<file path="config.mk">
export PLATFORM = sky130hd
export DESIGN_NAME = tex_upload_addrgen
export DESIGN_NICKNAME = d
export VERILOG_FILES = /design/src/rtl/texupl_pkg.sv /design/src/rtl/texupl_ctrl.sv /design/src/rtl/texupl_dp.sv /design/src/rtl/tex_upload_addrgen.sv
export SDC_FILE = /design/constraint.sdc
export NUM_CORES = 1
export LEC_CHECK = 0
export BUFFER_PORTS_ARGS = -buffer_cell sky130_fd_sc_hd__buf_2
export CAP_MARGIN = 20
export CORE_MARGIN = 3
export CORE_UTILIZATION = 56
export DETAILED_ROUTE_END_ITERATION = 12
export GPL_TIMING_DRIVEN = 0
export PLACE_DENSITY_LB_ADDON = 0.3
export SLEW_MARGIN = 20
export SYNTH_ARGS = -nofsm -noshare
export SYNTH_HDL_FRONTEND = slang
export SYNTH_SLANG_ARGS = --single-unit
export TNS_END_PERCENT = 30
</file>
<file path="constraint.sdc">
create_clock -name clk -period 8.51 [get_ports clk]
set_input_delay 0.851 -clock clk [delete_from_list [all_inputs] [get_ports clk]]
set_output_delay 0.851 -clock clk [all_outputs]
set_load 0.02 [all_outputs]
</file>
<file path="src/rtl/texupl_pkg.sv">
package texupl_pkg;
  localparam int TILE_LOG2  = 3;
  localparam int TILE_K_W   = 2 * TILE_LOG2;
  localparam int LVL_W      = 4;
  localparam int TILE_IDX_W = 10;
  localparam int TEXEL_W    = 16;

  localparam logic [3:0] KIND_FULL = 4'd0;
  localparam logic [3:0] KIND_BASE = 4'd1;
  localparam logic [3:0] KIND_MIPS = 4'd2;

  typedef struct packed {
    logic [5:0] xTile32;
    logic [4:0] yTile32;
    logic [2:0] wExp;
    logic [2:0] hExp;
    logic       page;
    logic [1:0] byteSel;
    logic       is16;
    logic [3:0] kind;
  } hdrFields_t;

  typedef struct packed {
    logic latchHdr;
    logic takeWord;
    logic emit;
    logic fromHold;
  } ctrlStrobe_t;

  typedef struct packed {
    logic [LVL_W-1:0]      level;
    logic [TILE_IDX_W-1:0] tileX;
    logic [TILE_IDX_W-1:0] tileY;
    logic [TILE_K_W-1:0]   k;
  } walkPos_t;

  function automatic hdrFields_t decodeHdr(input logic [31:0] h);
    hdrFields_t f;
    f.xTile32 = h[5:0];
    f.yTile32 = h[11:7];
    f.wExp    = h[16:14];
    f.hExp    = h[19:17];
    f.page    = h[20];
    f.byteSel = h[22:21];
    f.is16    = h[23];
    f.kind    = h[27:24];
    return f;
  endfunction

  function automatic logic kindKnown(input logic [3:0] kind);
    return (kind == KIND_FULL) || (kind == KIND_BASE) || (kind == KIND_MIPS);
  endfunction

  function automatic logic [LVL_W-1:0] lastLevel(input hdrFields_t f);
    logic [2:0] minExp;
    minExp = (f.wExp < f.hExp) ? f.wExp : f.hExp;
    if (f.kind == KIND_BASE) return '0;
    return LVL_W'(minExp) + LVL_W'(2);
  endfunction
endpackage

</file>
<file path="src/rtl/texupl_ctrl.sv">
module texupl_ctrl
  import texupl_pkg::*;
(
  input  logic        clk,
  input  logic        rstN,
  input  logic        start,
  input  logic [31:0] header,
  input  hdrFields_t  curHdr,
  input  logic        inValid,
  input  logic        slotFree,
  input  logic        wrValid,
  output logic        inReady,
  output ctrlStrobe_t strobe,
  output walkPos_t    pos,
  output logic        done
);
  localparam int TW = TILE_IDX_W;
  localparam logic [TW:0] ONE = (TW+1)'(1);

  typedef enum logic [1:0] {ST_IDLE, ST_RUN, ST_DRAIN} state_t;
  state_t state;

  hdrFields_t newHdr;
  logic [LVL_W-1:0] lvlEnd, shX, shY;
  logic [TW-1:0] maxX, maxY;
  logic half, tileLast, rowLast, levelLast, walkLast;

  assign newHdr = decodeHdr(header);

  always_comb begin
    lvlEnd    = lastLevel(curHdr);
    shX       = LVL_W'(2) + LVL_W'(curHdr.wExp) - pos.level;
    shY       = LVL_W'(2) + LVL_W'(curHdr.hExp) - pos.level;
    maxX      = TW'((ONE << shX) - ONE);
    maxY      = TW'((ONE << shY) - ONE);
    tileLast  = &pos.k;
    rowLast   = tileLast && (pos.tileX == maxX);
    levelLast = rowLast && (pos.tileY == maxY);
    walkLast  = levelLast && (pos.level == lvlEnd);
    half      = !curHdr.is16 && pos.k[0];
    inReady   = (state == ST_RUN) && slotFree && !half;
    strobe.latchHdr = (state == ST_IDLE) && start;
    strobe.takeWord = inValid && inReady;
    strobe.fromHold = half;
    strobe.emit     = (state == ST_RUN) && (half ? slotFree : strobe.takeWord);
  end

  always_ff @(posedge clk) begin
    if (!rstN) begin
      state <= ST_IDLE;
      pos   <= '0;
      done  <= 1'b0;
    end else begin
      done <= 1'b0;
      case (state)
        ST_IDLE: begin
          if (start) begin
            pos       <= '0;
            pos.level <= (newHdr.kind == KIND_MIPS) ? LVL_W'(1) : LVL_W'(0);
            state     <= kindKnown(newHdr.kind) ? ST_RUN : ST_DRAIN;
          end
        end
        ST_RUN: begin
          if (strobe.emit) begin
            if (walkLast) state <= ST_DRAIN;
            pos.k <= pos.k + 1'b1;
            if (tileLast) begin
              if (pos.tileX == maxX) begin
                pos.tileX <= '0;
                if (pos.tileY == maxY) begin
                  pos.tileY <= '0;
                  pos.level <= pos.level + 1'b1;
                end else begin
                  pos.tileY <= pos.tileY + 1'b1;
                end
              end else begin
                pos.tileX <= pos.tileX + 1'b1;
              end
            end
          end
        end
        default: begin
          if (slotFree) begin
            done  <= 1'b1;
            state <= ST_IDLE;
          end
        end
      endcase
    end
  end

  AST_DONE_ONE_CYCLE: assert property (@(posedge clk) disable iff (!rstN)
    done |=> !done);
  AST_DONE_SLOT_EMPTY: assert property (@(posedge clk) disable iff (!rstN)
    done |-> !wrValid);
endmodule

</file>
<file path="src/rtl/texupl_dp.sv">
module texupl_dp
  import texupl_pkg::*;
#(
  parameter int SHEET_LOG2 = 11
) (
  input  logic                    clk,
  input  logic                    rstN,
  input  logic [31:0]             header,
  input  logic [TEXEL_W-1:0]      inData,
  input  ctrlStrobe_t             strobe,
  input  walkPos_t                pos,
  input  logic                    wrReady,
  output hdrFields_t              curHdr,
  output logic                    slotFree,
  output logic                    wrValid,
  output logic [2*SHEET_LOG2-1:0] wrAddr,
  output logic [TEXEL_W-1:0]      wrData,
  output logic [1:0]              wrBe
);
  localparam int CW = SHEET_LOG2;
  localparam logic [CW:0] SIDE      = (CW+1)'(1) << CW;
  localparam logic [CW:0] HALF_SIDE = SIDE >> 1;

  logic [31:0] hdrReg;
  logic [7:0]  holdByte;
  logic [CW-1:0] xOrig, yOrig, levelX, levelY, col, row;
  logic [CW:0] xBaseW, yBaseW;
  logic [2:0] subR, subC;
  logic [7:0] curByte;
  logic [TEXEL_W-1:0] nextData;
  logic [1:0] nextBe;

  assign curHdr   = decodeHdr(hdrReg);
  assign slotFree = !wrValid || wrReady;

  always_comb begin
    xOrig  = CW'({curHdr.xTile32, 5'b00000});
    yOrig  = CW'({curHdr.yTile32, 5'b00000});
    xBaseW = SIDE - (SIDE >> pos.level);
    yBaseW = HALF_SIDE - (HALF_SIDE >> pos.level);
    levelX = xBaseW[CW-1:0] + (xOrig >> pos.level);
    levelY = yBaseW[CW-1:0] + (yOrig >> pos.level)
           + (curHdr.page ? HALF_SIDE[CW-1:0] : '0);
    if (curHdr.is16) begin
      subR = {pos.k[5], pos.k[4], pos.k[1]};
      subC = {pos.k[3], pos.k[2], ~pos.k[0]};
    end else begin
      subR = {pos.k[5], pos.k[4], ~pos.k[1]};
      subC = {pos.k[3], pos.k[2], pos.k[0]};
    end
    col = levelX + CW'({pos.tileX, 3'b000}) + CW'(subC);
    row = levelY + CW'({pos.tileY, 3'b000}) + CW'(subR);
    curByte = strobe.fromHold ? holdByte : inData[15:8];
    if (curHdr.is16) begin
      nextData = inData;
      nextBe   = 2'b11;
    end else begin
      nextData = {curByte, curByte};
      nextBe   = curHdr.byteSel;
    end
  end

  always_ff @(posedge clk) begin
    if (!rstN) begin
      hdrReg   <= '0;
      holdByte <= '0;
      wrValid  <= 1'b0;
      wrAddr   <= '0;
      wrData   <= '0;
      wrBe     <= '0;
    end else begin
      if (strobe.latchHdr) hdrReg <= header;
      if (strobe.takeWord) holdByte <= inData[7:0];
      if (strobe.emit) begin
        wrValid <= 1'b1;
        wrAddr  <= {row, col};
        wrData  <= nextData;
        wrBe    <= nextBe;
      end else if (wrReady) begin
        wrValid <= 1'b0;
      end
    end
  end

  AST_STALL_HOLDS: assert property (@(posedge clk) disable iff (!rstN)
    (wrValid && !wrReady) |=> (wrValid && $stable(wrAddr) && $stable(wrData) && $stable(wrBe)));
endmodule

</file>
<file path="src/rtl/tex_upload_addrgen.sv">
module tex_upload_addrgen
  import texupl_pkg::*;
#(
  parameter int SHEET_LOG2 = 11
) (
  input  logic                    clk,
  input  logic                    rstN,
  input  logic                    start,
  input  logic [31:0]             header,
  input  logic                    inValid,
  output logic                    inReady,
  input  logic [TEXEL_W-1:0]      inData,
  output logic                    wrValid,
  input  logic                    wrReady,
  output logic [2*SHEET_LOG2-1:0] wrAddr,
  output logic [TEXEL_W-1:0]      wrData,
  output logic [1:0]              wrBe,
  output logic                    done
);
  hdrFields_t  curHdr;
  ctrlStrobe_t strobe;
  walkPos_t    pos;
  logic        slotFree;

  texupl_ctrl u_ctrl (
    .clk(clk), .rstN(rstN), .start(start), .header(header), .curHdr(curHdr),
    .inValid(inValid), .slotFree(slotFree), .wrValid(wrValid),
    .inReady(inReady), .strobe(strobe), .pos(pos), .done(done)
  );

  texupl_dp #(.SHEET_LOG2(SHEET_LOG2)) u_dp (
    .clk(clk), .rstN(rstN), .header(header), .inData(inData), .strobe(strobe),
    .pos(pos), .wrReady(wrReady), .curHdr(curHdr), .slotFree(slotFree),
    .wrValid(wrValid), .wrAddr(wrAddr), .wrData(wrData), .wrBe(wrBe)
  );

  AST_NO_TAKE_WHILE_STALLED: assert property (@(posedge clk) disable iff (!rstN)
    (wrValid && !wrReady) |-> !inReady);
endmodule

</file>
==> impl_metrics.json <==
{
  "syn_to_final_growth_pct": 12.1,
  "maxSlewViolCount": 0,
  "worstSetupPathType": "flip-flop to flip-flop",
  "hpwlAfterDp_um": 16200,
  "worst_ep_required_time_ns": 8.74,
  "end_kind": "flip-flop",
  "hold-worst-slack_ns": 0.452,
  "num_rows": 42,
  "place.gp.congestion": 0.998,
  "synth_top_cell_by_area": "dfxtp_1",
  "core_mm2": 0.0135,
  "avgSynthCellArea_um2": 7.82,
  "drcViolationCount": 0,
  "status": "finished clean",
  "synthArstFlopShare_pct": 0,
  "dieWidth_um": 124,
  "track_usage_pct": 26.8,
  "cts-buffers-inserted": 9,
  "post-cts-setup-buffers": 0,
  "worst-r2r-setup-slack_ns": 3.04,
  "synth_cell_types": 72,
  "cts_tree": "yes",
  "setup_slack_ns": 3.04,
  "grt_setup_unrepaired": "false",
  "synth-edff-count": 0,
  "routed_wl_um": 21100,
  "synth_common_cells": "nand2_1 (132), dfxtp_1 (107), a21oi_1 (97)",
  "drv_cap": 0,
  "synth-warning-count": 0,
  "synth_fa_ha_area_share_pct": 15.7,
  "via_per_inst": 5.80,
  "tightestPinTransition_ns": 0.863,
  "grt_pass1_wl_um": 34100,
  "ys_seq_area_share_pct": 27.3,
  "clk_pin_slew_ns": 0.08,
  "die_area_mm2": 0.0154,
  "grt_max_degree": 21,
  "initial_utilization_pct": 58.2,
  "cts_max_path_buffers": 2,
  "dpl_worst_slack_ns": 3.18,
  "synth_compound_area_share_pct": 16.0,
  "grt-ovfl-total": 0,
  "cts_htree_levels": 3,
  "syn_area_mm2": 0.00783,
  "synthCells": 1002,
  "synthMuxAreaShare_pct": 3.85,
  "cts_root_buf": "clkbuf_16",
  "arrival_ns": 5.70,
  "grt_antenna_before_repair": 0,
  "dr.pass1.iters": 6,
  "nets": 1238,
  "synthFlopType": "dfxtp_1",
  "hold_viol": 0,
  "via_count": 7428,
  "cp-start-kind": "flip-flop",
  "fin_crit_ns": 5.47,
  "cts.repair.resized": 0,
  "cts_sinks": 107,
  "placed_area_mm2": 0.00849,
  "drive_gt1_share_pct": 11.7,
  "antenna_cells": 0,
  "dp.cells": 1265,
  "p_total_mw": 1.25,
  "ys_ff_latch": 107,
  "final_util_pct": 65.3,
  "setup-tns-final_ns": 0,
  "die_y_um": 124,
  "p_leak_nw": 3.68,
  "clk_latency_ns": 0.37,
  "maxSlewHeadroom_pct": 42.0,
  "setup_viol": 0,
  "portBuffers": 87,
  "grt_pass1_vias": 6806,
  "synth_top_family_by_area": "simple AND/OR/NAND/NOR gates",
  "max_clock_freq_mhz": 183,
  "fin_cells": 1281,
  "final_cell_area_mm2": 0.00878,
  "cts_hold_buf": 0,
  "drtIter0Drc": 675,
  "finalCritPeriodShare_pct": 64.2,
  "crit_fanout": 10,
  "yosys.area_share.simple_pct": 24.1,
  "worst_ir_drop_vdd_mv": 0.192,
  "synth-xor-area-share_pct": 6.25,
  "syn_nets": 1140,
  "yosysMostFrequentCell": "nand2_1",
  "skew_ns": 0.0124,
  "hold_class": "flip-flop to flip-flop",
  "wl_per_cell_um": 16.5,
  "ioPinCount": 96,
  "synth_top_area_share_pct": 27.3,
  "power_density_mw_per_mm2": 142,
  "yosys-top-cells-area": "dfxtp_1 (27%), ha_1 (10%), nand2_1 (6.3%)",
  "drtAntennaViolNets": 0
}
## worst max-delay path, cell delays in order (launching register included)
cell and delay, ns:
dfxtp_1 0.49, clkbuf_1 0.46, buf_1 0.45, mux2i_1 0.18, mux2i_1 0.24, nand2_1 0.08, o21ai_0 0.09, nand2_1 0.09
fa_1 0.50, inv_1 0.05, ha_1 0.29, ha_1 0.30, ha_1 0.23, fa_1 0.41, a21o_1 0.18, a21oi_1 0.23
o21bai_1 0.09, a21oi_1 0.24, o21bai_1 0.09, a21oi_1 0.30, mux2i_1 0.23, a21oi_1 0.08
## state kept, by name (all words and copies together) (netlist names)
register and cells:
u_dp.wrBe 2, u_ctrl.pos 30, u_dp.wrValid 1, u_dp.hdrReg 25, u_dp.holdByte 8, u_dp.wrData 16
u_ctrl.done 1, u_dp.wrAddr 22, u_ctrl.state 2
## worst paths after layout
path,end,cells after the start,start
worst max register to register,u_dp.wrAddr[21],21,u_ctrl.pos[27]
worst max-delay path,u_dp.wrAddr[21],21,u_ctrl.pos[27]
worst min register to register,u_dp.wrAddr[18],2,u_dp.wrAddr[18]
worst min-delay path,u_dp.wrAddr[18],2,u_dp.wrAddr[18]
## kinds of logic after synthesis
kind of cell / after synthesis
compound gates: 203
xor+xnor: 48
fa+ha+maj: 85
buf+inv: 140
flops: 107
mux: 29
simple gates: 390
## placed cells by master (no fill, tap or decap), types with 10 or more instances in the layout
master	n
xor2_1	11
and3_1	10
and2_1	14
mux2i_1	20
a211oi_1	14
nand2b_1	11
or3_1	15
xnor2_1	32
nand4_1	13
clkbuf_1	38
nor2b_1	19
buf_2	90
ha_1	63
fa_1	22
a21oi_1	97
dfxtp_1	107
nand3_1	29
inv_1	89
o21ai_0	26
nand2_1	132
nor3_1	31
nor2_1	89
## routing by layer
| metal | global-route usage, % | up-vias | share of wire [%] |
|---|---|---|---|
| met2 | 42.7 | 303 | 45 |
| met1 | 36.8 | 3452 | 44 |
| li1 | - | 3632 | - |
| met4 | 7.54 | 0 | 2.2 |
| met5 | 0 | - | 0 |
| met3 | 5.96 | 41 | 8.2 |
## area by class of cell
type	instances	area (um^2)
plain buffers	48	191
clock buffers	9	225
clock inverters	7	68.8
fillers	1205	4670
inverters	92	345
multi-input cells	755	5150
flip-flops and latches	107	2140
well taps	176	220
repair buffers	87	435
## power breakdown
group	internal [mW]	switching (mW)	total (mW)
clock network	0.207	0.218	0.425
logic	0.118	0.180	0.299
registers	0.514	0.0130	0.527
No activity file was read; power rests on OpenSTA's default activity.
